$ cat config.mk
export PLATFORM = sky130hd
export DESIGN_NAME = asr_ctrl
export DESIGN_NICKNAME = d
export VERILOG_FILES = /design/src/rtl/asr_pkg.sv /design/src/rtl/asr_timer.sv /design/src/rtl/asr_seq.sv /design/src/rtl/asr_pins.sv /design/src/rtl/asr_ctrl.sv
export SDC_FILE = /design/constraint.sdc
export NUM_CORES = 1
export LEC_CHECK = 0
export BUFFER_PORTS_ARGS = -buffer_cell sky130_fd_sc_hd__buf_2
export CORE_MARGIN = 2
export CORE_UTILIZATION = 47
export DETAILED_ROUTE_END_ITERATION = 10
export PLACE_DENSITY = 0.74
export REMOVE_ABC_BUFFERS = 1
export SLEW_MARGIN = 10
export SYNTH_ARGS = -nofsm -noshare
export SYNTH_HDL_FRONTEND = slang
export SYNTH_SLANG_ARGS = --single-unit
$ cat constraint.sdc
create_clock -name clk -period 1.9 [get_ports clk]
set_clock_uncertainty 0.2 [all_clocks]
set_input_delay 0.095 -clock clk [delete_from_list [all_inputs] [get_ports clk]]
set_output_delay 0.095 -clock clk [all_outputs]
set_load 0.005 [all_outputs]
$ cat src/rtl/asr_pkg.sv
package asr_pkg;

  typedef enum logic [2:0] {
    ST_IDLE    = 3'd0,
    ST_RD      = 3'd1,
    ST_RECOVER = 3'd2,
    ST_WSETUP  = 3'd3,
    ST_WPULSE  = 3'd4,
    ST_WHOLD   = 3'd5
  } asr_state_e;

  // whole cycles needed to cover ns, at least one
  function automatic int cyc_ceil(input int ns, input int period);
    int c;
    c = (ns + period - 1) / period;
    return (c < 1) ? 1 : c;
  endfunction

  function automatic int max_int(input int a, input int b);
    return (a > b) ? a : b;
  endfunction

endpackage

$ cat src/rtl/asr_timer.sv
module asr_timer #(
  parameter int CNT_W = 2
) (
  input  logic             clk,
  input  logic             rst,
  input  logic             load,
  input  logic [CNT_W-1:0] load_val,
  output logic             done
);
  logic [CNT_W-1:0] cnt_q;

  always_ff @(posedge clk) begin
    if (rst)              cnt_q <= '0;
    else if (load)        cnt_q <= load_val;
    else if (cnt_q != '0) cnt_q <= cnt_q - 1'b1;
  end

  assign done = (cnt_q == '0);

endmodule

$ cat src/rtl/asr_seq.sv
module asr_seq
  import asr_pkg::*;
#(
  parameter int RD_C  = 1,
  parameter int WS_C  = 1,
  parameter int WP_C  = 1,
  parameter int TA_C  = 1,
  parameter int CNT_W = 1
) (
  input  logic             clk,
  input  logic             rst,
  input  logic             req_valid,
  input  logic             req_write,
  input  logic             tmr_done,
  output logic             tmr_load,
  output logic [CNT_W-1:0] tmr_val,
  output logic             accept,
  output logic             cap_en,
  output logic             ce_n,
  output logic             we_n,
  output logic             oe_n,
  output logic             dq_oe,
  output logic             ready
);
  asr_state_e state_q;

  localparam logic [CNT_W-1:0] RD_LD = CNT_W'(RD_C - 1);
  localparam logic [CNT_W-1:0] WS_LD = CNT_W'(WS_C - 1);
  localparam logic [CNT_W-1:0] WP_LD = CNT_W'(WP_C - 1);
  localparam logic [CNT_W-1:0] TA_LD = CNT_W'(TA_C - 1);

  always_comb begin
    accept   = req_valid && ready && (state_q == ST_IDLE);
    cap_en   = (state_q == ST_RD) && tmr_done;
    tmr_load = 1'b0;
    tmr_val  = '0;
    case (state_q)
      ST_IDLE: if (accept) begin
        tmr_load = 1'b1;
        tmr_val  = req_write ? WS_LD : RD_LD;
      end
      ST_RD: if (tmr_done) begin
        tmr_load = 1'b1;
        tmr_val  = TA_LD;
      end
      ST_WSETUP: if (tmr_done) begin
        tmr_load = 1'b1;
        tmr_val  = WP_LD;
      end
      default: ;
    endcase
  end

  always_ff @(posedge clk) begin
    if (rst) begin
      state_q <= ST_IDLE;
      ce_n    <= 1'b1;
      we_n    <= 1'b1;
      oe_n    <= 1'b1;
      dq_oe   <= 1'b0;
      ready   <= 1'b1;
    end else begin
      case (state_q)
        ST_IDLE: if (accept) begin
          ready <= 1'b0;
          ce_n  <= 1'b0;
          if (req_write) begin
            dq_oe   <= 1'b1;
            state_q <= ST_WSETUP;
          end else begin
            oe_n    <= 1'b0;
            state_q <= ST_RD;
          end
        end
        ST_RD: if (tmr_done) begin
          ce_n    <= 1'b1;
          oe_n    <= 1'b1;
          state_q <= ST_RECOVER;
        end
        ST_RECOVER: if (tmr_done) begin
          ready   <= 1'b1;
          state_q <= ST_IDLE;
        end
        ST_WSETUP: if (tmr_done) begin
          we_n    <= 1'b0;
          state_q <= ST_WPULSE;
        end
        ST_WPULSE: if (tmr_done) begin
          we_n    <= 1'b1;
          state_q <= ST_WHOLD;
        end
        ST_WHOLD: begin
          ce_n    <= 1'b1;
          dq_oe   <= 1'b0;
          ready   <= 1'b1;
          state_q <= ST_IDLE;
        end
        default: state_q <= ST_IDLE;
      endcase
    end
  end

  AST_RD_STROBES: assert property (@(posedge clk) disable iff (rst)
    !oe_n |-> (we_n && !ce_n && !dq_oe));
  AST_WE_INSIDE_CE: assert property (@(posedge clk) disable iff (rst)
    !we_n |-> (!ce_n && oe_n && dq_oe));
  AST_RECOVER_QUIET: assert property (@(posedge clk) disable iff (rst)
    (state_q == ST_RECOVER) |-> (ce_n && oe_n && we_n && !dq_oe && !ready));

endmodule

$ cat src/rtl/asr_pins.sv
module asr_pins #(
  parameter int ADDR_W = 15,
  parameter int DATA_W = 8
) (
  input  logic              clk,
  input  logic              rst,
  input  logic              accept,
  input  logic              req_write,
  input  logic [ADDR_W-1:0] req_addr,
  input  logic [DATA_W-1:0] req_wdata,
  input  logic              cap_en,
  input  logic [DATA_W-1:0] mem_dq_in,
  output logic [ADDR_W-1:0] mem_addr,
  output logic [DATA_W-1:0] mem_dq_out,
  output logic              rsp_valid,
  output logic [DATA_W-1:0] rsp_rdata
);
  always_ff @(posedge clk) begin
    if (rst) begin
      mem_addr   <= '0;
      mem_dq_out <= '0;
    end else if (accept) begin
      mem_addr <= req_addr;
      if (req_write) mem_dq_out <= req_wdata;
    end
  end

  always_ff @(posedge clk) begin
    if (rst) begin
      rsp_valid <= 1'b0;
      rsp_rdata <= '0;
    end else begin
      rsp_valid <= cap_en;
      if (cap_en) rsp_rdata <= mem_dq_in;
    end
  end

endmodule

$ cat src/rtl/asr_ctrl.sv
module asr_ctrl
  import asr_pkg::*;
#(
  parameter int ADDR_W         = 15,
  parameter int DATA_W         = 8,
  parameter int CLK_PERIOD_NS  = 20,
  parameter int ACCESS_NS      = 12,
  parameter int WE_PULSE_NS    = 8,
  parameter int DATA_SETUP_NS  = 7,
  parameter int BUS_RELEASE_NS = 6
) (
  input  logic              clk,
  input  logic              rst,
  input  logic              req_valid,
  input  logic              req_write,
  input  logic [ADDR_W-1:0] req_addr,
  input  logic [DATA_W-1:0] req_wdata,
  output logic              req_ready,
  output logic              rsp_valid,
  output logic [DATA_W-1:0] rsp_rdata,
  output logic              mem_ce_n,
  output logic              mem_we_n,
  output logic              mem_oe_n,
  output logic [ADDR_W-1:0] mem_addr,
  output logic [DATA_W-1:0] mem_dq_out,
  output logic              mem_dq_oe,
  input  logic [DATA_W-1:0] mem_dq_in
);
  localparam int RD_C  = cyc_ceil(ACCESS_NS, CLK_PERIOD_NS);
  localparam int WP_C  = cyc_ceil(WE_PULSE_NS, CLK_PERIOD_NS);
  localparam int WS_C  = max_int(1, cyc_ceil(DATA_SETUP_NS, CLK_PERIOD_NS) - WP_C);
  localparam int TA_C  = cyc_ceil(BUS_RELEASE_NS, CLK_PERIOD_NS);
  localparam int MAX_C = max_int(max_int(RD_C, WP_C), max_int(WS_C, TA_C));
  localparam int CNT_W = max_int(1, $clog2(MAX_C));

  logic             tmr_load;
  logic [CNT_W-1:0] tmr_val;
  logic             tmr_done;
  logic             accept;
  logic             cap_en;

  asr_timer #(.CNT_W(CNT_W)) u_timer (
    .clk      (clk),
    .rst      (rst),
    .load     (tmr_load),
    .load_val (tmr_val),
    .done     (tmr_done)
  );

  asr_seq #(
    .RD_C (RD_C),
    .WS_C (WS_C),
    .WP_C (WP_C),
    .TA_C (TA_C),
    .CNT_W(CNT_W)
  ) u_seq (
    .clk       (clk),
    .rst       (rst),
    .req_valid (req_valid),
    .req_write (req_write),
    .tmr_done  (tmr_done),
    .tmr_load  (tmr_load),
    .tmr_val   (tmr_val),
    .accept    (accept),
    .cap_en    (cap_en),
    .ce_n      (mem_ce_n),
    .we_n      (mem_we_n),
    .oe_n      (mem_oe_n),
    .dq_oe     (mem_dq_oe),
    .ready     (req_ready)
  );

  asr_pins #(.ADDR_W(ADDR_W), .DATA_W(DATA_W)) u_pins (
    .clk        (clk),
    .rst        (rst),
    .accept     (accept),
    .req_write  (req_write),
    .req_addr   (req_addr),
    .req_wdata  (req_wdata),
    .cap_en     (cap_en),
    .mem_dq_in  (mem_dq_in),
    .mem_addr   (mem_addr),
    .mem_dq_out (mem_dq_out),
    .rsp_valid  (rsp_valid),
    .rsp_rdata  (rsp_rdata)
  );

  AST_NO_BUS_FIGHT: assert property (@(posedge clk) disable iff (rst)
    mem_dq_oe |-> mem_oe_n);
  AST_ADDR_HOLD_WE: assert property (@(posedge clk) disable iff (rst)
    !mem_we_n |-> ($stable(mem_addr) && $stable(mem_dq_out)));
  AST_ADDR_HOLD_AFTER: assert property (@(posedge clk) disable iff (rst)
    $rose(mem_we_n) |=> ($stable(mem_addr) && $stable(mem_dq_out)));
  AST_BUSY_NOT_READY: assert property (@(posedge clk) disable iff (rst)
    !mem_ce_n |-> !req_ready);
  AST_IGNORE_BUSY: assert property (@(posedge clk) disable iff (rst)
    !req_ready |=> $stable(mem_addr));
  AST_RSP_ONE: assert property (@(posedge clk) disable iff (rst)
    rsp_valid |=> !rsp_valid);
  AST_RSP_AFTER_READ: assert property (@(posedge clk) disable iff (rst)
    $rose(rsp_valid) |-> ($past(!mem_oe_n) && mem_oe_n));

endmodule

### After elaboration in Yosys (flattened, before gate mapping)

Index checks and enable logic that the tools add are counted.

| operators by class | value |
|---|---|
| add/subtract/negate cells | 1 |
| multiply operators | 0 |
| div/mod/pow operators | 0 |
| order comparisons | 0 |
| eq/ne operators | 12 |
| shifts and indexed selects | 0 |
| multiplexer cells | 22 |
| bitwise gates (word level) | 1 |
| reductions and logical operators | 18 |

Operators with widths:

| kind | number |
|---|---|
| $mux W3 | 5 |
| $pmux W3 S5 | 1 |
| $ne A2 B2 Y1 const B | 7 |
| $reduce_and A3 Y1 | 4 |
| $mux W1 | 9 |
| $pmux W1 S2 | 4 |
| $eq A3 B2 Y1 const B | 2 |
| $eq A3 B3 Y1 const B | 2 |
| $pmux W1 S3 | 2 |
| $reduce_bool A2 Y1 | 3 |
| $reduce_bool A3 Y1 | 2 |
| $reduce_and A5 Y1 | 1 |
| $reduce_and A4 Y1 | 1 |
| $eq A3 B1 Y1 const B | 1 |
| $logic_and A1 B1 Y1 | 3 |
| $logic_not A3 Y1 | 1 |
| $reduce_or A3 Y1 | 1 |
| $mux W2 | 1 |
| $reduce_and A2 Y1 | 1 |
| $reduce_or A2 Y1 | 1 |
| $not A1 Y1 | 1 |
| $sub A1 B1 Y1 const B | 1 |

| storage, ports and cells | value |
|---|---|
| flip-flop bits (word level) | 41 |
| latch bits | 0 |
| bits in writable memories | 0 |
| ROM bits | 0 |
| output and inout port bits | 37 |
| logic and storage cells | 65 |
| memories | 0 |

### Logic depth before layout (Yosys ltp)

Gate-level depths: netlist of the first run.

| logic depth | value |
|---|---|
| word-level depth | 5 |
| mapped depth | 5 |
| gate-level depth less buffers | 3 |

### Modules after synthesis

From an unflattened synthesis of the first run, not the netlist that was laid out.

| unflattened totals | value |
|---|---|
| cell total of the unflattened synthesis | 168 |
| area total of the unflattened synthesis | 1666.6 µm² |

By module, submodules not included:

| module | instances | cells each | area an instance (µm²) | sequential area each (µm²) |
|---|---|---|---|---|
| asr_pins | 1 | 112 | 1201.2 | 640.6 |
| asr_seq | 1 | 53 | 432.9 | 160.2 |
| asr_timer | 1 | 3 | 32.5 | 20.0 |

### Least setup slack after synthesis of the first run

No wires, ideal clock.

| timing | value |
|---|---|
| path type | reg2reg |
| start point | register u_seq.state_q[0] |
| end point | register u_seq.ce_n |
| data arrival time | 1.254 ns |
| setup slack | 0.324 ns |
| cell stages (with the launch flop) | 4 |
| buffers on the path | 1 |
| period minus slack after synthesis | 1.576 ns |
| path through | dfxtp_1 > buf_6 > or4_4 > a221o_1 |

| between the ends | value |
|---|---|
| word-level cells in the longest chain between the ends | 4 |

RTL lines:

| item | RTL line | source |
|---|---|---|
| from (decl) | asr_seq.sv:25 | `asr_state_e state_q;` |
| from (signal assigned) | asr_seq.sv:56 | `state_q <= ST_IDLE;` |
| from (signal assigned) | asr_seq.sv:69 | `state_q <= ST_WSETUP;` |
| from (signal assigned) | asr_seq.sv:72 | `state_q <= ST_RD;` |
| $logic_not A3 Y1 | asr_seq.sv:33, asr_seq.sv:63 |  |
| $logic_and A1 B1 Y1 | asr_seq.sv:33 | `accept = req_valid && ready && (state_q == ST_IDLE);` |
| $ne A2 B2 Y1 (no source line) | n/a |  |
| $reduce_and A3 Y1 (no source line) | n/a |  |
| to (signal assigned) | asr_seq.sv:57 | `ce_n <= 1'b1;` |
| to (signal assigned) | asr_seq.sv:66 | `ce_n <= 1'b0;` |
| to (signal assigned) | asr_seq.sv:76 | `ce_n <= 1'b1;` |
| to (decl) | asr_seq.sv:19 | `output logic ce_n,` |

Parallel ways exist; a longest one is shown, timed or not.
A chain may end at the register's enable or synchronous reset.

### Worst setup path in the final report of the first run

| timing | value |
|---|---|
| start point | register u_seq.state_q[0] |
| end point | register u_pins.rsp_rdata[5] |

| between the ends | value |
|---|---|
| word-level cells in the longest chain between the ends | 2 |

RTL lines:

| item | RTL line | source |
|---|---|---|
| $eq A3 B1 Y1 | asr_seq.sv:34 | `cap_en = (state_q == ST_RD) && tmr_done;` |
| $logic_and A1 B1 Y1 | asr_seq.sv:34 |  |
| to (signal assigned) | asr_pins.sv:34 | `if (cap_en) rsp_rdata <= mem_dq_in;` |
| to (decl) | asr_pins.sv:16 | `output logic [DATA_W-1:0] rsp_rdata` |

Every way passes these cells.

==> results of run 1 <==
-- power by group through the flow --
stage	logic (uW)	clock network (uW)	registers (uW)
finish	387	607	988
global route	429	667	997
CTS	389	633	986
detailed placement	341	0	1000
global placement	336	0	1000
floorplan	188	0	1010
-- through the flow --
| step | setup slack (ns) | TNS, ns | cell area [sq um] | hold slack, ns | utilization [%] |
|---|---|---|---|---|---|
| floorplan | -1.45 | -28.19 | 1670 | -0.0359 | - |
| global placement | 0.205 | 0 | 2120 | 0.142 | 58.8 |
| finish | 0.202 | 0 | 2540 | 0.104 | 70.5 |
| detailed placement | 0.187 | 0 | 2120 | 0.143 | 58.8 |
| CTS | 0.173 | 0 | 2540 | 0.0960 | 70.5 |
| global route | 0.0236 | 0 | 2540 | 0.136 | 70.5 |
-- cell type report --
| class | instances | area, sq um |
|---|---|---|
| clock buffers | 7 | 96.3 |
| clock inverters | 1 | 5.00 |
| fillers | 272 | 1060 |
| inverters | 1 | 3.75 |
| multi-input cells | 127 | 857 |
| flip-flops and latches | 41 | 821 |
| well taps | 48 | 60.1 |
| repair buffers | 106 | 698 |
-- sequential cells by signal, indices dropped and copies added (netlist names) --
register           cells
u_seq.dq_oe            1
u_seq.ready            1
u_pins.rsp_rdata       8
u_seq.we_n             1
u_seq.oe_n             1
u_pins.mem_dq_out      8
u_seq.ce_n             1
u_pins.mem_addr       15
u_pins.rsp_valid       1
u_timer.cnt_q          1
u_seq.state_q          3
-- worst paths after layout --
kind,startpoint,to,slack (ns),depth (start not counted)
setup / recovery,u_seq.state_q[0]$_SDFFE_PP0P_,u_pins.rsp_rdata[5]$_SDFFE_PP0P_,0.20,3
hold / removal,req_valid,u_seq.state_q[0]$_SDFFE_PP0P_,0.10,4
setup reg to reg,u_seq.state_q[0]$_SDFFE_PP0P_,u_pins.rsp_rdata[5]$_SDFFE_PP0P_,0.20,3
hold reg to reg,u_pins.rsp_rdata[2]$_SDFFE_PP0P_,u_pins.rsp_rdata[2]$_SDFFE_PP0P_,0.26,2
-- routing by layer --
layer / wire (um) / vias up
met4: 30 / 0
met5: 0 / -
met3: 294 / 3
met1: 1670 / 675
li1: - / 797
met2: 1770 / 60
-- synthesized netlist by cell type, drive strengths merged --
master / n / area [sq um]
a21bo: 1 / 10.0
a31o: 1 / 8.76
o21a: 1 / 7.51
inv: 1 / 3.75
nand2: 20 / 75.1
conb: 1 / 3.75
or4: 1 / 11.3
clkbuf: 8 / 31.3
nor2b: 3 / 18.8
buf: 6 / 42.5
nor2: 4 / 15.0
dfxtp: 41 / 821
nor4bb: 1 / 10.0
nand3b: 1 / 7.51
nor4b: 1 / 23.8
a31oi: 1 / 6.26
a22oi: 1 / 7.51
nor4: 2 / 12.5
mux2i: 23 / 230
nor3: 2 / 10.0
or4b: 1 / 10.0
nand2b: 47 / 294
a221o: 1 / 10.0
a21oi: 12 / 60.1
o211ai: 1 / 7.51
nand3: 1 / 5.00
-- cell usage in the layout (no fill, tap or decap) --
cell	count
buf_2	71
nand2b_1	47
dfxtp_1	41
dlygate4sd3_1	32
mux2i_1	23
nand2_1	20
a21oi_1	12
clkbuf_8	7
nor2_1	4
nor2b_1	3
buf_4	3
nor3_1	2
nor4_2	1
nor4b_4	1
or4b_1	1
nor4bb_2	1
or4_4	1
a221o_1	1
a21bo_2	1
nand3b_1	1
nand3_1	1
a31o_2	1
nor4_1	1
a31oi_1	1
inv_1	1
o211ai_1	1
o21a_1	1
a22oi_1	1
clkinv_2	1
conb_1	1
-- cell families (layout without fill, tap and decap cells) --
family	after synthesis	after routing
simple gates	84	84
flops	41	41
mux	23	23
compound gates	19	19
buf+inv	15	115
other cells	1	1
-- timing repair --
action                    in CTS  in global routing
setup buffers                  0                  0
hold buffers                  32                  0
hold endpoints to repair      32                  0
-- critical path: stages, from the launching register on --
cell and delay (ns):
dfxtp_1 0.52, or4b_1 0.64, nand2_1 0.13, a21oi_1 0.07
==> results.txt, run 1 <==
----------------------------------------------------
[Run status]
  Run status ... finished, final reports clean

[Power]
  PD cells ... about 780 nW/um^2
  Leak ... 0.00113 uW
  PnR Total Power ... between 1500 and 2000 uW
  Power share of the combinational group ... between 15 and 20%
  Share of power burned in registers ... between 40 and 50%
  Internal power component ... 1490 uW
  Peak supply drop ... ~0.48 mV
  Net Switching ... 495 uW
  Clock network fraction of design power ... 30.6%
  Switching Fraction ... 25.0%

[Worst setup path]
  Largest fanout on the critical path ... 11
  Startpoint types ... flop
  Data arrival at the endpoint of the critical path ... approximately 1.6 ns
  CP Data Required Time ... approximately 1.8 ns
  Crit Path Class ... reg2reg
  Endpoint type of the worst setup path ... flop

[STA]
  Unrepaired setup endpoints after global routing ... no
  Number of hold-slack violations in the final timing report ... 0
  Max-Slew Margin vs Limit ... between 40% and 50%
  Slew of the pin with the lowest slew margin ... 0.773 ns
  Highest Clock Rate ... slightly below 0.6 GHz
  Post-layout min period ... 1.70 ns
  Final-report setup violation count ... 0
  Pins over their slew limit ... 0
  Final worst path period share ... around nine tenths

[Synthesis]
  Dominant combinational cell family by area after synthesis ... simple AND/OR/NAND/NOR gates
  Complex-gate fraction of the synthesized area ... about 6.7%
  Post-synthesis cell type count ... 28
  Area share of and/or/nand/nor cells after synthesis ... 28.3%
  Sequential share of the synthesized area ... a little under half
  Area share of fa/ha/maj cells after synthesis ... 0%
  Count of state elements after synthesis ... 41
  Share of the synthesized netlist area taken by xor and xnor gates ... 0%
  Mux share of post-synthesis cell area ... between 10% and 20%
  Synthesized netlist cell count ... 183
  Mean cell area of the mapped netlist ... 9.52 sq um
  Synth warn ... 0
  Post-synthesis instance area ... around 1700 sq um

[Final layout]
  Number of diodes added for antenna fixing ... 0
  Final Non-Filler Cells ... between 300 and 400
  Net count, final ... 317
  Area overhead of the layout relative to synthesis ... 45.8%
  Share of post-route cells with drive strength above 1 ... between 30 and 40%

[Placed design]
  Routability congestion estimate from global placement ... around 0.77
  Placed instance count ... about 290
  IO buf count ... slightly above 70
  Detail Placement HPWL ... 2330 um

[Drt]
  Number of iterations in the first detailed-routing pass ... 4
  Antenna Violating Nets Remaining ... 0
  Via count ... 1535
  Iter 0 DRT Violations ... 63
  Post-detailed-route DRC marker count ... 0
  Vias per Instance ... between 4 and 5
  Aggregate routed wire length ... between 3000 and 4000 um
  Avg WL per Cell ... roughly 11 um

[Global route]
  First-pass GRT wire length ... a little over 6000 um
  Via count of the first global-routing pass ... approximately 1400
  Global-route track usage on met2 ... 31.3%
  Global-route layer with the greatest usage ... met2
  Global-route total usage across every layer ... 18.5%
  Met1 track utilization from global routing ... roughly 22%
  GRT met3 Usage ... around 6.4%
  Pin count of the biggest net entering global routing ... 64
  Total congestion overflow after global routing ... 0
  Number of antenna violations at the first check in global routing ... 0

[Floorplanning]
  Total Die Area ... approximately 4200 sq um
  Die height ... 64.9 um
  Starting utilization of the core area ... between 40% and 50%
  # rows ... 22
  Overall die width ... between 60 and 70 um
  I/O pin total ... 72
  Core Box Area ... 3610 sq um

[Clocking]
  Root Driver ... clkbuf_8
  CTS tree ... yes
  Number of H-tree levels ... 2
  Max clock buf depth ... 2
  Clock slew at the register clock pins of the worst setup and hold paths ... 0.07 ns
  Number of cells upsized or downsized after cts ... 0
  Worst-skew pair later-pin latency ... around 0.28 ns
  Number of sinks handled by clock tree synthesis ... 41
  TritonCTS Buffers ... 5

[Worst hold path]
  Worst hold-check path type ... in2reg

[Job]
  Total of max-cap violations ... 0

----------------------------------------------------
Power figures use the tool's default switching activity.
==> inputs of run 2 (changes only) <==
--- a/config.mk
+++ b/config.mk
@@ -5,11 +5,11 @@
 export SDC_FILE = /design/constraint.sdc
 export NUM_CORES = 1
 export LEC_CHECK = 0
-export BUFFER_PORTS_ARGS = -buffer_cell sky130_fd_sc_hd__buf_2
 export CORE_MARGIN = 2
-export CORE_UTILIZATION = 47
+export CORE_UTILIZATION = 54
 export DETAILED_ROUTE_END_ITERATION = 10
-export PLACE_DENSITY = 0.74
+export DONT_BUFFER_PORTS = 1
+export PLACE_DENSITY = 0.65
 export REMOVE_ABC_BUFFERS = 1
 export SLEW_MARGIN = 10
 export SYNTH_ARGS = -nofsm -noshare
==> results.txt, run 2 (synthesized netlist as in run 1, its figures left out) <==
----------------------------------------------------
[Run status]
  Run status ... finished, final reports clean (unchanged)

[STA]
  Number of hold-slack violations in the final timing report ... 0 (unchanged)
  Unrepaired setup endpoints after global routing ... no (unchanged)
  Setup TNS ... 0 ns (unchanged)
  Max-Slew Margin vs Limit ... 65.7% (was 48.5%)
  Highest Clock Rate ... 0.575 GHz (was 0.589 GHz)
  Slew of the pin with the lowest slew margin ... 0.513 ns (was 0.773 ns)
  Pins over their slew limit ... 0 (unchanged)
  Final-report setup violation count ... 0 (unchanged)
  Final critical-path setup slack ... 0.161 ns (was 0.202 ns)
  Post-layout min period ... 1.74 ns (was 1.70 ns)
  Final worst path period share ... 91.6% (was 89.4%)

[Worst setup path]
  CP Data Required Time ... 1.94 ns (was 1.84 ns)
  Largest fanout on the critical path ... 13 (was 11)
  Crit Path Class ... reg2reg (unchanged)
  Endpoint type of the worst setup path ... flop (unchanged)
  Data arrival at the endpoint of the critical path ... 1.78 ns (was 1.64 ns)
  Startpoint types ... flop (unchanged)

[Clocking]
  Max clock buf depth ... 2 (unchanged)
  Clock slew at the register clock pins of the worst setup and hold paths ... 0.12 ns (was 0.07 ns)
  CTS tree ... yes (unchanged)
  Root Driver ... clkbuf_4 (was clkbuf_8)
  Worst-skew pair later-pin latency ... 0.34 ns (was 0.28 ns)
  Number of sinks handled by clock tree synthesis ... 41 (unchanged)
  Number of H-tree levels ... 2 (unchanged)
  TritonCTS Buffers ... 5 (unchanged)

[Final layout]
  Area overhead of the layout relative to synthesis ... 26.3% (was 45.8%)
  Largest registers ... u_pins.mem_addr (15), u_pins.mem_dq_out (8), u_pins.rsp_rdata (8) (unchanged)
  Share of post-route cells with drive strength above 1 ... 8.37% (was 31.1%)
  Largest register FFs ... 15 (unchanged)
  Largest register by flop count ... u_pins.mem_addr (unchanged)
  Final Non-Filler Cells ... 259 (was 331)
  Fin util ... 72.1% (was 70.5%)
  Most frequent cells in the layout ... 47 x nand2b_1, 40 x dfxtp_1, 35 x dlygate4sd3_1 (was 71 x buf_2, 47 x nand2b_1, 41 x dfxtp_1)
  Number of diodes added for antenna fixing ... 0 (unchanged)
  Net count, final ... 249 (was 317)
  Commonest non-fill, non-tap cell in the layout ... nand2b_1 (was buf_2)

[Drt]
  Vias per Instance ... 5.10 (was 4.64)
  Post-detailed-route DRC marker count ... 0 (unchanged)
  Number of iterations in the first detailed-routing pass ... 5 (was 4)
  Avg WL per Cell ... 13.5 um (was 11.4 um)
  Antenna Violating Nets Remaining ... 0 (unchanged)
  Aggregate routed wire length ... 3490 um (was 3760 um)
  Iter 0 DRT Violations ... 63 (unchanged)
  Via count ... 1320 (was 1535)

[Placed design]
  Routability congestion estimate from global placement ... 0.793 (was 0.766)
  Pre-CTS setup slack ... 0.206 ns (was 0.187 ns)
  Detail Placement HPWL ... 2110 um (was 2330 um)
  Placed instance count ... 215 (was 291)
  IO buf count ... 0 (was 71)

[Power]
  Net Switching ... 471 uW (was 495 uW)
  Power share of the combinational group ... 16.9% (was 19.5%)
  Leak ... 0.000816 uW (was 0.00113 uW)
  Peak supply drop ... 0.520 mV (was 0.484 mV)
  Internal power component ... 1320 uW (was 1490 uW)
  PnR Total Power ... 1790 uW (was 1980 uW)
  Share of power burned in registers ... 56.3% (was 49.8%)
  Switching Fraction ... 26.2% (was 25.0%)
  Clock network fraction of design power ... 26.9% (was 30.6%)
  PD cells ... 815 nW/um^2 (was 780 nW/um^2)

[Floorplanning]
  Total Die Area ... 3700 sq um (was 4210 sq um)
  # rows ... 20 (was 22)
  Starting utilization of the core area ... 57.1% (was 48.3%)
  Die height ... 60.8 um (was 64.9 um)
  I/O pin total ... 72 (unchanged)
  Overall die width ... 60.8 um (was 64.9 um)
  Core Box Area ... 3050 sq um (was 3610 sq um)

[Global route]
  Number of antenna violations at the first check in global routing ... 0 (unchanged)
  Global-route total usage across every layer ... 20.3% (was 18.5%)
  First-pass GRT wire length ... 5580 um (was 6110 um)
  Via count of the first global-routing pass ... 1238 (was 1423)
  Pin count of the biggest net entering global routing ... 64 (unchanged)
  Total congestion overflow after global routing ... 0 (unchanged)

[Worst hold path]
  Worst hold-check path type ... in2reg (unchanged)

[Job]
  Total of max-cap violations ... 0 (unchanged)

----------------------------------------------------
## run 2: changes by cell type in the layout (fill, tap and decap cells not counted)
cell | previous run | this run
buf_2 | 71 | 0
clkbuf_4 | 0 | 5
clkbuf_8 | 7 | 2
dlygate4sd3_1 | 32 | 35
buf_12 | 0 | 1
buf_4 | 3 | 2
dfxtp_1 | 41 | 40
dfxtp_2 | 0 | 1
nor4_2 | 1 | 0
nor4_4 | 0 | 1
## run 2: per-layer routing
metal | vias up | track usage [%] | wire length, um
met5 | - | 0 | 0
met4 | 0 | 6.52 | 43
met3 | 5 | 7.89 | 259
met2 | 55 | 33.5 | 1740
met1 | 592 | 24.3 | 1450
li1 | 668 | - | -
## run 2: through the flow
step | hold WS [ns] | area [sq um]
6_report | 0.0345 | 2200
5_1_grt | 0.0251 | 2200
4_1_cts | 0.0217 | 2190
3_5_place_dp | -0.0290 | 1750
3_3_place_gp | -0.0320 | 1750
2_1_floorplan | -0.0359 | 1670
## run 2: area by class of cell
type / count / area [sq um]
clock inverter: 1 / 5.00
fill: 242 / 851
timing repair buffer: 38 / 385
inverter: 1 / 3.75
sequential: 41 / 822
tap: 44 / 55.1
multi-input combinational: 127 / 866
clock buffer: 7 / 65.1
## run 2: worst paths after layout
kind / endpoint / startpoint / slack [ns] / cells past startpoint
worst min register to register: u_pins.rsp_rdata[3]$_SDFFE_PP0P_ / u_pins.rsp_rdata[3]$_SDFFE_PP0P_ / 0.28 / 2
worst max register to register: u_pins.rsp_rdata[0]$_SDFFE_PP0P_ / u_seq.state_q[2]$_SDFFE_PP0P_ / 0.16 / 3
worst max-delay path: u_pins.rsp_rdata[0]$_SDFFE_PP0P_ / u_seq.state_q[2]$_SDFFE_PP0P_ / 0.16 / 3
worst min-delay path: u_pins.mem_dq_out[1]$_SDFFE_PP0P_ / req_write / 0.03 / 3
## run 2: timing repair
action / CTS / global route
setup endpoints to repair: 0 / 5
hold buffers: 36 / 0
gates resized for setup: 0 / 2
endpoints found under the hold margin: 40 / 0
buffers inserted: 0 / 0
## run 2: power groups by stage
| stage | clock network (uW) | logic, uW | registers, uW |
|---|---|---|---|
| after floorplan | 0 | 188 | 1010 |
| after global placement | 0 | 210 | 1020 |
| after detailed placement | 0 | 217 | 1030 |
| after CTS | 503 | 298 | 1010 |
| after global routing | 537 | 333 | 1020 |
| final | 482 | 303 | 1010 |
## run 2: critical path: stages, from the launching register on
cell     delay, ns
dfxtp_1       0.48
or4b_1        0.75
nand2_1       0.13
a21oi_1       0.07
==> inputs of run 3 (changes only) <==
--- a/config.mk
+++ b/config.mk
@@ -6,12 +6,13 @@
 export NUM_CORES = 1
 export LEC_CHECK = 0
 export CORE_MARGIN = 2
-export CORE_UTILIZATION = 54
+export CORE_UTILIZATION = 55
 export DETAILED_ROUTE_END_ITERATION = 10
 export DONT_BUFFER_PORTS = 1
-export PLACE_DENSITY = 0.65
+export PLACE_DENSITY = 0.69
 export REMOVE_ABC_BUFFERS = 1
 export SLEW_MARGIN = 10
 export SYNTH_ARGS = -nofsm -noshare
 export SYNTH_HDL_FRONTEND = slang
+export SYNTH_HIERARCHICAL = 1
 export SYNTH_SLANG_ARGS = --single-unit
==> constraint.sdc (replaced) <==
create_clock -name clk -period 1.5 [get_ports clk]
set_clock_uncertainty 0.2 [all_clocks]
set_input_delay 0.075 -clock clk [delete_from_list [all_inputs] [get_ports clk]]
set_output_delay 0.075 -clock clk [all_outputs]
set_load 0.005 [all_outputs]
==> results.txt, run 3 <==
----------------------------------------------------
[Clocking]
  CTS tree ... yes (unchanged)
  Max clock buf depth ... 2 (unchanged)
  Clock slew at the register clock pins of the worst setup and hold paths ... 0.11 ns (was 0.12 ns)
  TritonCTS Buffers ... 5 (unchanged)
  Number of H-tree levels ... 2 (unchanged)
  Root Driver ... clkbuf_4 (unchanged)
  Number of sinks handled by clock tree synthesis ... 41 (unchanged)
  Worst-skew pair later-pin latency ... 0.34 ns (about the same)

[Job]
  Total of max-cap violations ... 0 (unchanged)

[Global route]
  Number of antenna violations at the first check in global routing ... 0 (unchanged)
  First-pass GRT wire length ... 5120 um (was 5580 um)
  Pin count of the biggest net entering global routing ... 42 (was 64)
  Via count of the first global-routing pass ... 1149 (was 1238)
  Global-route total usage across every layer ... 19.9% (was 20.3%)
  Total congestion overflow after global routing ... 0 (unchanged)

[Run status]
  Run status ... finished with violations (was finished, final reports clean)
  Violated checks ... hold timing, setup timing

[Power]
  PD cells ... 1350 nW/um^2 (was 815 nW/um^2)
  Peak supply drop ... 0.941 mV (was 0.520 mV)
  Leak ... 0.000764 uW (was 0.000816 uW)

[STA]
  Post-layout min period ... 1.72 ns (was 1.74 ns)
  Post-route worst hold slack ... -0.417 ns (was 0.0345 ns)
  Pins over their slew limit ... 0 (unchanged)
  Number of hold-slack violations in the final timing report ... 40 (was 0)
  Final critical-path setup slack ... -0.223 ns (was 0.161 ns)
  Unrepaired setup endpoints after global routing ... yes (was no)
  Final-report setup violation count ... 24 (was 0)
  Highest Clock Rate ... 0.580 GHz (was 0.575 GHz)
  Final worst path period share ... 115% (was 91.6%)

[Floorplanning]
  I/O pin total ... 72 (unchanged)
  # rows ... 19 (was 20)
  Core Box Area ... 2830 sq um (was 3050 sq um)
  Total Die Area ... 3490 sq um (was 3700 sq um)
  Die height ... 59.0 um (was 60.8 um)
  Starting utilization of the core area ... 58.9% (was 57.1%)
  Overall die width ... 59.0 um (was 60.8 um)

[Synthesis]
  Synthesized netlist cell count ... 168 (was 183)
  Post-synth top area cell ... dfxtp_1 (unchanged)
  Sequential share of the synthesized area ... 49.2% (was 47.1%)
  Most frequent cell after synthesis ... dfxtp_1 (was nand2b_1)
  Count of state elements after synthesis ... 41 (unchanged)
  Share of synthesized flip-flops with an asynchronous set or reset ... 0% (unchanged)
  Post-synthesis instance area ... 1670 sq um (was 1740 sq um)
  Portion of synthesized cell area occupied by the leading cell type ... 49.2% (was 47.1%)
  Flip-flop cell with the highest count after synthesis ... dfxtp_1 (unchanged)
  Most used standard cells in the synthesized netlist ... 41 x dfxtp_1, 26 x nor2_1, 23 x mux2i_1 (was 47 x nand2b_1, 41 x dfxtp_1, 23 x mux2i_1)
  Mean cell area of the mapped netlist ... 9.92 sq um (was 9.52 sq um)
  Post-synthesis cell type count ... 34 (was 28)
  Post-synth EDFFs ... 0 (unchanged)
  Leading post-synthesis cells by cell area ... dfxtp_1 49%, mux2i_1 14%, nor2_1 5.9%, a21bo_1 4.8%, a21oi_1 3.9% (was dfxtp_1 47%, nand2b_1 17%, mux2i_1 13%, nand2_1 4.3%, a21oi_1 3.4%)
  Synth warn ... 6 (was 0)

[Final layout]
  Largest register FFs ... 15 (unchanged)
  Largest register by flop count ... u_pins/mem_addr (was u_pins.mem_addr)
  Post-route design area ... 1970 sq um (was 2200 sq um)
  Number of diodes added for antenna fixing ... 0 (unchanged)
  Net count, final ... 214 (was 249)
  Largest registers ... u_pins/mem_addr (15), u_pins/mem_dq_out (8), u_pins/rsp_rdata (8) (was u_pins.mem_addr (15), u_pins.mem_dq_out (8), u_pins.rsp_rdata (8))
  Commonest non-fill, non-tap cell in the layout ... dfxtp_1 (was nand2b_1)
  Share of post-route cells with drive strength above 1 ... 27.4% (was 8.37%)
  Most frequent cells in the layout ... 38 x dfxtp_1, 25 x nor2_1, 21 x mux2i_1 (was 47 x nand2b_1, 40 x dfxtp_1, 35 x dlygate4sd3_1)
  Area overhead of the layout relative to synthesis ... 18.0% (was 26.3%)

[Placed design]
  Detail Placement HPWL ... 2280 um (was 2110 um)
  Pre-CTS setup slack ... -0.272 ns (was 0.206 ns)
  Routability congestion estimate from global placement ... 0.809 (was 0.793)
  IO buf count ... 0 (unchanged)
  Total cell area at the placement stage ... 1690 sq um (was 1750 sq um)

[Worst setup path]
  Worst setup path startpoint ... u_seq/state_q[0]$_SDFFE_PP0P_ (was u_seq.state_q[2]$_SDFFE_PP0P_)
  Critical path capture point ... u_pins/mem_dq_out[2]$_SDFFE_PP0P_ (was u_pins.rsp_rdata[0]$_SDFFE_PP0P_)
  Endpoint type of the worst setup path ... flop (unchanged)
  CP Data Required Time ... 1.55 ns (was 1.94 ns)
  Startpoint of the most critical register-to-register path ... u_seq/state_q[0]$_SDFFE_PP0P_ (was u_seq.state_q[2]$_SDFFE_PP0P_)
  Startpoint types ... flop (unchanged)
  Crit Path Class ... reg2reg (unchanged)
  Capturing point of the worst reg2reg path ... u_pins/mem_dq_out[2]$_SDFFE_PP0P_ (was u_pins.rsp_rdata[0]$_SDFFE_PP0P_)
  Worst reg2reg path depth ... 6 (was 3)
  Largest fanout on the critical path ... 6 (was 13)
  Register-to-register setup slack ... -0.22 ns (was 0.16 ns)
  Data arrival at the endpoint of the critical path ... 1.77 ns (was 1.78 ns)

[Drt]
  Antenna Violating Nets Remaining ... 0 (unchanged)
  Via count ... 1236 (was 1320)
  Aggregate routed wire length ... 3710 um (was 3490 um)
  Post-detailed-route DRC marker count ... 0 (unchanged)
  Iter 0 DRT Violations ... 83 (was 63)
  Vias per Instance ... 5.89 (was 5.10)
  Avg WL per Cell ... 17.7 um (was 13.5 um)
  Number of iterations in the first detailed-routing pass ... 4 (was 5)

[Worst hold path]
  Count of cells along the worst hold path ... 1 (was 3)
  Worst hold-check path type ... in2reg (unchanged)

----------------------------------------------------
-- run 3: power breakdown --
part,internal [uW],switching (uW)
Combinational,446,347
Clock,219,340
Sequential,1220,91.5
Total,1880,778
-- run 3: how the worst min path moves through the flow --
stage	slack [ns]	endpoint	start
after floorplan	-0.06	u_pins/mem_dq_out[5]$_SDFFE_PP0P_	rst
after global placement	-0.06	u_pins/mem_dq_out[5]$_SDFFE_PP0P_	rst
after detailed placement	-0.06	u_pins/mem_dq_out[6]$_SDFFE_PP0P_	rst
after CTS	-0.43	u_pins/mem_dq_out[6]$_SDFFE_PP0P_	rst
after global routing	-0.45	u_pins/rsp_rdata[4]$_SDFFE_PP0P_	rst
final	-0.42	u_pins/rsp_valid$_SDFF_PP0_	rst
-- run 3: logic make-up (layout without fill, tap and decap cells) --
family                 count (synthesis)  after routing  share of synthesized area, %
muxes                                 23             23                          13.8
buffers and inverters                 17             28                          7.36
other                                  1              1                         0.225
AOI/OAI and AO/OA                     31             31                          13.4
and+or+nand+nor                       55             55                          15.9
DFF                                   41             41                          49.2
-- run 3: area by class of cell --
cell class | instances | area [sq um]
clock buffer | 6 | 51.3
clock inverter | 1 | 7.51
fill | 214 | 862
inverter | 2 | 15.0
multi-input combinational | 110 | 796
sequential | 41 | 825
tap | 31 | 38.8
timing repair buffer | 19 | 234
-- run 3: worst max-delay path: stages (launching register included) --
cell and delay [ns]:
dfxtp_2 0.34, or4_4 0.57, inv_8 0.11, buf_12 0.11
clkbuf_16 0.13, a21bo_1 0.11, a21oi_1 0.06
-- run 3: through the flow --
step           setup TNS [ns]  instances  util [%]  hold slack (ns)  total power (uW)
2_1_floorplan          -22.88        153         -          -0.0626              1690
3_3_place_gp            -4.31        195      59.6          -0.0567              1850
3_5_place_dp            -5.21        195      59.6          -0.0555              1870
4_1_cts                 -4.41        208      65.5           -0.432              2550
5_1_grt                 -5.94        210      69.5           -0.446              2790
6_report                -4.61        210      69.5           -0.417              2660
-- run 3: routing by layer --
layer,track usage [%],wire [um],vias up
met3,7.64,266,4
met5,0,0,-
met1,22.6,1470,579
met2,34.0,1940,55
li1,-,-,598
met4,6.82,34,0
-- run 3: repair_timing --
item / 4_1_cts / 5_1_grt
pin swaps: 1 / 14
gates resized for setup: 11 / 18
cloned: 1 / 2
endpoints found under the hold margin: 40 / 40
setup buffers: 5 / 2
setup endpoints to repair: 32 / 34
